[src/rtl/uart_dma_req_pkg.sv]
// Shared types for the UART DMA request generator.
package uart_dma_req_pkg;

    // Handshake style in effect for both request lines.
    typedef enum logic {
        STYLE_SINGLE = 1'b0,   // request whenever anything can move
        STYLE_BLOCK  = 1'b1    // latched request, released at the opposite extreme
    } dma_style_e;

endpackage

[src/rtl/uart_dma_req_mode_sel.sv]
// Resolves the handshake style from the two configuration bits.
// Assumes: block style is legal only while buffered operation is on.
module uart_dma_req_mode_sel
    import uart_dma_req_pkg::*;
(
    input  logic       fifo_en,
    input  logic       mode_bit,
    output dma_style_e style,
    output logic       buffered
);

    // Block style needs buffering; otherwise fall back to single transfers.
    always_comb begin
        buffered = fifo_en;
        style    = (fifo_en && mode_bit) ? STYLE_BLOCK : STYLE_SINGLE;
    end

endmodule

[src/rtl/uart_dma_req_run_dly.sv]
// Run-length qualifier: q is 1 once d has been 1 at STAGES consecutive
// clock edges. A single 0 clears the whole chain.
// Assumes: STAGES >= 1.
module uart_dma_req_run_dly #(
    parameter int STAGES = 2
) (
    input  logic clk,
    input  logic rst_n,
    input  logic d,
    output logic q
);

    logic [STAGES-1:0] run_q;

    genvar gi;
    generate
        for (gi = 0; gi < STAGES; gi++) begin : g_stage
            if (gi == 0) begin : g_head
                // First stage records the current sample.
                always_ff @(posedge clk) begin
                    if (!rst_n) run_q[0] <= 1'b0;
                    else        run_q[0] <= d;
                end
            end else begin : g_body
                // Later stages advance only while the run is unbroken.
                always_ff @(posedge clk) begin
                    if (!rst_n) run_q[gi] <= 1'b0;
                    else        run_q[gi] <= run_q[gi-1] && d;
                end
            end
        end
    endgenerate

    assign q = run_q[STAGES-1];

endmodule

[src/rtl/uart_dma_req_rx_gen.sv]
// Receive request line. In single style it tracks occupancy, delayed in
// buffered operation. In block style it latches on a delayed threshold
// event and releases only when the receive side drains.
// Assumes: DLY >= 2 total edges for the buffered hold-off.
module uart_dma_req_rx_gen
    import uart_dma_req_pkg::*;
#(
    parameter int DLY = 3
) (
    input  logic       clk,
    input  logic       rst_n,
    input  dma_style_e style,
    input  logic       buffered,
    input  logic       present,
    input  logic       thresh,
    output logic       rdy_n
);

    localparam int PRE_STAGES = DLY - 1;

    logic pres_run;
    logic thr_run;
    logic avail;
    logic set_req;
    logic rdy_n_q;
    logic rdy_n_d;

    uart_dma_req_run_dly #(.STAGES(PRE_STAGES)) u_pres_dly (
        .clk   (clk),
        .rst_n (rst_n),
        .d     (present),
        .q     (pres_run)
    );

    uart_dma_req_run_dly #(.STAGES(PRE_STAGES)) u_thr_dly (
        .clk   (clk),
        .rst_n (rst_n),
        .d     (present && thresh),
        .q     (thr_run)
    );

    // Qualified data-available and latched-set conditions.
    always_comb begin
        avail   = buffered ? (present && pres_run) : present;
        set_req = present && thresh && thr_run;
    end

    // Next-state rule per style; a drained receiver always wins.
    always_comb begin
        if (style == STYLE_BLOCK) begin
            if (!present)     rdy_n_d = 1'b1;
            else if (set_req) rdy_n_d = 1'b0;
            else              rdy_n_d = rdy_n_q;
        end else begin
            rdy_n_d = !avail;
        end
    end

    // Output register, doubling as the block-style latch.
    always_ff @(posedge clk) begin
        if (!rst_n) rdy_n_q <= 1'b1;
        else        rdy_n_q <= rdy_n_d;
    end

    assign rdy_n = rdy_n_q;

endmodule

[src/rtl/uart_dma_req_tx_gen.sv]
// Transmit request line. Single style requests while empty. Block style
// latches at empty and releases only at full.
// Assumes: empty and full are never both true.
module uart_dma_req_tx_gen
    import uart_dma_req_pkg::*;
(
    input  logic       clk,
    input  logic       rst_n,
    input  dma_style_e style,
    input  logic       empty,
    input  logic       full,
    output logic       rdy_n
);

    logic rdy_n_q;
    logic rdy_n_d;

    // Next-state rule per style; empty takes priority in block style.
    always_comb begin
        if (style == STYLE_BLOCK) begin
            if (empty)     rdy_n_d = 1'b0;
            else if (full) rdy_n_d = 1'b1;
            else           rdy_n_d = rdy_n_q;
        end else begin
            rdy_n_d = !empty;
        end
    end

    // Output register; reset reflects an empty transmitter.
    always_ff @(posedge clk) begin
        if (!rst_n) rdy_n_q <= 1'b0;
        else        rdy_n_q <= rdy_n_d;
    end

    assign rdy_n = rdy_n_q;

endmodule

[src/rtl/uart_dma_req.sv]
// Top of the UART DMA request generator for one channel.
// Assumes: buffer levels, trigger hit, timeout and full flag are
// synchronous to clk and come from the channel's buffer logic.
module uart_dma_req
    import uart_dma_req_pkg::*;
#(
    parameter int RX_CNT_W = 5,
    parameter int TX_CNT_W = 5,
    parameter int RX_DLY   = 3
) (
    input  logic                clk,
    input  logic                rst_n,
    input  logic                fifo_en,
    input  logic                dma_mode_sel,
    input  logic [RX_CNT_W-1:0] rx_level,
    input  logic                rx_trig_hit,
    input  logic                rx_timeout,
    input  logic [TX_CNT_W-1:0] tx_level,
    input  logic                tx_full,
    output logic                rx_rdy_n,
    output logic                tx_rdy_n
);

    dma_style_e style;
    logic       buffered;
    logic       rx_present;
    logic       rx_thresh;
    logic       tx_empty;

    // Occupancy and threshold summaries.
    always_comb begin
        rx_present = (rx_level != '0);
        rx_thresh  = rx_trig_hit || rx_timeout;
        tx_empty   = (tx_level == '0);
    end

    uart_dma_req_mode_sel u_mode (
        .fifo_en  (fifo_en),
        .mode_bit (dma_mode_sel),
        .style    (style),
        .buffered (buffered)
    );

    uart_dma_req_rx_gen #(.DLY(RX_DLY)) u_rx (
        .clk      (clk),
        .rst_n    (rst_n),
        .style    (style),
        .buffered (buffered),
        .present  (rx_present),
        .thresh   (rx_thresh),
        .rdy_n    (rx_rdy_n)
    );

    uart_dma_req_tx_gen u_tx (
        .clk   (clk),
        .rst_n (rst_n),
        .style (style),
        .empty (tx_empty),
        .full  (tx_full),
        .rdy_n (tx_rdy_n)
    );

endmodule

[config.mk]
export PLATFORM = sky130hd
export DESIGN_NAME = uart_dma_req
export DESIGN_NICKNAME = d
export VERILOG_FILES = /design/src/rtl/uart_dma_req_pkg.sv /design/src/rtl/uart_dma_req_mode_sel.sv /design/src/rtl/uart_dma_req_run_dly.sv /design/src/rtl/uart_dma_req_rx_gen.sv /design/src/rtl/uart_dma_req_tx_gen.sv /design/src/rtl/uart_dma_req.sv
export SDC_FILE = /design/constraint.sdc
export NUM_CORES = 1
export LEC_CHECK = 0
export BUFFER_PORTS_ARGS = -buffer_cell sky130_fd_sc_hd__clkbuf_2
export CORE_AREA = 2 2 39 41
export DETAILED_ROUTE_END_ITERATION = 6
export DIE_AREA = 0 0 41 43
export HOLD_SLACK_MARGIN = 0.15
export PLACE_DENSITY = 0.47
export SYNTH_ARGS = -nofsm -noshare
export SYNTH_HDL_FRONTEND = slang
export SYNTH_HIERARCHICAL = 1
export SYNTH_SLANG_ARGS = --single-unit
[constraint.sdc]
create_clock -name clk -period 1.1 [get_ports clk]
set_input_delay 0.22 -clock clk [delete_from_list [all_inputs] [get_ports clk]]
set_output_delay 0.22 -clock clk [all_outputs]
set_load 0.05 [all_outputs]
==> metrics.log <==
INFO  metric hold_viol_final = 0
INFO  metric switching_share = 0.2334
INFO  metric timing.critical_path.to_type = output pin
INFO  metric grt_overflow = 0
INFO  metric pwr-share-clk = 0.385
INFO  metric core_area = roughly 1400 sq um
INFO  metric ant_nets = 0
INFO  metric power.total = 518.5 uW
INFO  metric maxClockFrequency = 947.8 MHz
INFO  metric initial_core_util = 0.1790
INFO  metric clk_path_buf_depth = 2
INFO  metric grt_use_total = 0.07430
INFO  metric timing_worst_slew_pin_value = 0.2740 ns
INFO  metric synth_nets = 42
INFO  metric worst-setup-path-type = reg -> out
INFO  metric finalNonFillerCells = 62
INFO  metric outcome = complete, no violations
INFO  metric timing.hold.worst.class = in -> reg
INFO  metric drt-wirelength-per-cell = 7.629 um
INFO  metric post-cts-setup-buffer-count = 0
INFO  metric dr_total_vias = 237
INFO  metric route.detailed.drc = 0
INFO  metric worst_path_dominant_cell_family = flip-flops
INFO  metric clkSlewWorstSetupHoldPaths = 0.05 ns
INFO  metric numPlacedInstances = 59
INFO  metric p_switching = 121.0 uW
INFO  metric timing.hold.worst_path_depth = 2
INFO  metric detailedRoute.firstPassIterationCount = 3
INFO  metric arrival = around 0.84 ns
INFO  metric grt_start_max_net_pins = 7
INFO  metric fin_worst_hold_slack = 0.2569 ns
INFO  metric clock-root-buffer = sky130_fd_sc_hd__clkbuf_4
INFO  metric grt_setup_unrepaired = no
INFO  metric cp_cell_sequence = clkbuf_2
INFO  metric wire_length_of_the_first_global_routing_pass = about 800 um
INFO  metric internal_power_consumption = about 400 uW
INFO  metric nets = 65
INFO  metric cellLeakagePower = 0.0001890 uW
INFO  metric type_of_element_launching_the_critical_path = flop
INFO  metric critPathBufInv = 1
INFO  metric slowest_cell_on_the_critical_path = sky130_fd_sc_hd__dfxtp_1
INFO  metric worst_hold_startpoint = rst_n
INFO  metric cpPeakStageDelay = between 0.3 and 0.4 ns
INFO  metric number_of_global_route_vias_before_repair = around 240
INFO  metric area_delta_synth_final = 53.54%
INFO  metric totalWireLength = 473 um
INFO  metric clk_latency = between 0.2 and 0.25 ns
INFO  metric clock_tree.htree_level_count = 1
INFO  metric number_of_antenna_violations_at_the_first_check_in_global_routing = 0
INFO  metric mean_area_per_synthesized_cell = between 9 and 10 sq um
INFO  metric skew = between 0.004 and 0.005 ns
INFO  metric critPathMaxFanout = 2
INFO  metric crit-reg2reg-launch = u_rx/u_thr_dly/q
INFO  metric post_synth_num_cell_types = 14
INFO  metric synth_sequential_area_ratio = 0.4848
INFO  metric power.density_cell_area = 1363 nW/um^2
INFO  metric post-place-ws = 0.01087 ns
INFO  metric finalWeightedCongestion = between 0.5 and 0.6
INFO  metric tritoncts = built
INFO  metric port_buffers = 18
INFO  metric regToRegSetupSlack = 0.27 ns
INFO  metric timing.final.ws_setup = 0.04493 ns
INFO  metric placement_row_count = 14
INFO  metric vdd_drop_max = roughly 340 uV
INFO  metric slew_headroom = 0.8181
INFO  metric vias_per_cell = 3.823
INFO  metric power_frac_comb = 0.157
INFO  metric synth_seq_cells = 6
INFO  metric worst-r2r-cell-count = 2
INFO  metric multi_input_comb_area = 120.1 sq um
INFO  metric totalNegativeSetupSlack = 0 ns
INFO  metric timing.rr.end = u_rx/rdy_n
INFO  metric setup_viol_count_final = 0
INFO  metric min_period_over_period = 0.9592
INFO  metric share_of_final_layout_standard_cells_stronger_than_drive_strength_1 = 0.5652
INFO  metric period_needed = 1.055 ns
INFO  metric cap_viol_max_count = 0
INFO  metric drv_slew = 0
INFO  metric mappedNetlistArea = 247.7 sq um
INFO  metric die_area = 1763 sq um
INFO  metric place_hpwl = around 410 um
INFO  metric postSynthCellCount = 25
INFO  metric die_x = about 40 um
INFO  metric share_seq_of_total_power = 0.458
INFO  metric nFillCells = about 170
INFO  metric insertedDiodeCount = 0
INFO  metric cts_sinks = 6
INFO  metric yosys_warnings = 6
INFO  metric timing.hold.worst_endpoint = u_rx/u_pres_dly/run_q[0]
INFO  metric num_io_pins = 19
INFO  metric timing.critical_path.required = just under 0.9 ns
INFO  metric detailedRoute.firstIterationViolations = 3
INFO  metric fp.dieH = 43 um
INFO  metric cts_made_buffers = 3
INFO  metric seqCellArea = 120.1 sq um
state kept, by name, summed over array words and instances (netlist names):
register and cells:
u_tx/rdy_n 1, u_rx/rdy_n 1, u_rx/u_pres_dly/q 1, u_rx/u_thr_dly/q 1
u_rx/u_thr_dly/run_q 1, u_rx/u_pres_dly/run_q 1
worst register-to-register path: stages, from the launching register on:
cell,delay [ns]
sky130_fd_sc_hd__dfxtp_1,0.30
sky130_fd_sc_hd__nand3_1,0.07
sky130_fd_sc_hd__a311o_1,0.34
power groups by stage:
| stage | sequential, uW | combinational [uW] | clock (uW) |
|---|---|---|---|
| 2_1_floorplan | 261 | 26.9 | 0 |
| 3_3_place_gp | 241 | 81.5 | 0 |
| 3_5_place_dp | 241 | 82.1 | 0 |
| 4_1_cts | 237 | 82.6 | 209 |
| 5_1_grt | 239 | 90.2 | 220 |
| 6_report | 237 | 81.6 | 199 |
per-stage QoR:
stage               area [sq um]  utilization
floorplan                  247.7            -
global placement           357.8       0.2586
detailed placement         357.8       0.2586
CTS                        380.4       0.2749
global route               380.4       0.2749
finish                     380.4       0.2749
cell usage in the layout (no fill, tap or decap), types with 2 or more instances in the layout:
cell type and count:
sky130_fd_sc_hd__clkbuf_2 17, sky130_fd_sc_hd__dfxtp_1 6, sky130_fd_sc_hd__clkbuf_4 3, sky130_fd_sc_hd__and2_1 3, sky130_fd_sc_hd__nor2_1 2, sky130_fd_sc_hd__nand2_1 2, sky130_fd_sc_hd__and3_1 2, sky130_fd_sc_hd__nor3b_2 2
cell usage after synthesis:
cell type                 instances  area [sq um]
sky130_fd_sc_hd__nand3_1          1         5.000
sky130_fd_sc_hd__or4_1            1         7.510
sky130_fd_sc_hd__or2_2            1         6.260
sky130_fd_sc_hd__nor2_1           2         7.510
sky130_fd_sc_hd__and2_2           1         7.510
sky130_fd_sc_hd__a311o_1          1         10.01
sky130_fd_sc_hd__dfxtp_1          6         120.1
sky130_fd_sc_hd__nor3_1           1         5.000
sky130_fd_sc_hd__and2_1           3         18.77
sky130_fd_sc_hd__buf_4            1         7.510
sky130_fd_sc_hd__nor3b_1          1         7.510
sky130_fd_sc_hd__nor3b_2          2         25.02
sky130_fd_sc_hd__nand2_1          2         7.510
sky130_fd_sc_hd__and3_1           2         12.51
logic make-up after synthesis:
family | after synthesis | synth area share
AND/OR/NAND/NOR | 17 | 0.4445
flip-flops | 6 | 0.4849
AO/OA/AOI/OAI | 1 | 0.04041
buffers and inverters | 1 | 0.03031
worst max path at each step:
stage / to / cells past startpoint / from
after global routing: rx_rdy_n / 1 / u_rx/rdy_n
after floorplan: u_tx/rdy_n / 3 / tx_level[0]
after detailed placement: u_tx/rdy_n / 4 / tx_level[0]
final: rx_rdy_n / 1 / u_rx/rdy_n
after global placement: u_tx/rdy_n / 4 / tx_level[0]
after CTS: tx_rdy_n / 1 / u_tx/rdy_n
per-layer routing:
layer,track usage,wire length (um),vias up
met1,0.06752,176,102
li1,-,-,130
met5,0,0,-
met4,0.08000,0,0
met2,0.1000,273,5
met3,0.04712,23,0
layout make-up:
class	count	area share
Clock buffer	3	0.05921
Sequential cell	6	0.3158
Multi-Input combinational cell	18	0.3158
Timing Repair Buffer	19	0.2566
Tap cell	16	0.05263
repair_timing:
item,CTS,global route
setup endpoints to repair,0,1
hold buffers,0,0
resized for setup,0,1
No activity file was read; power rests on OpenSTA's default activity.
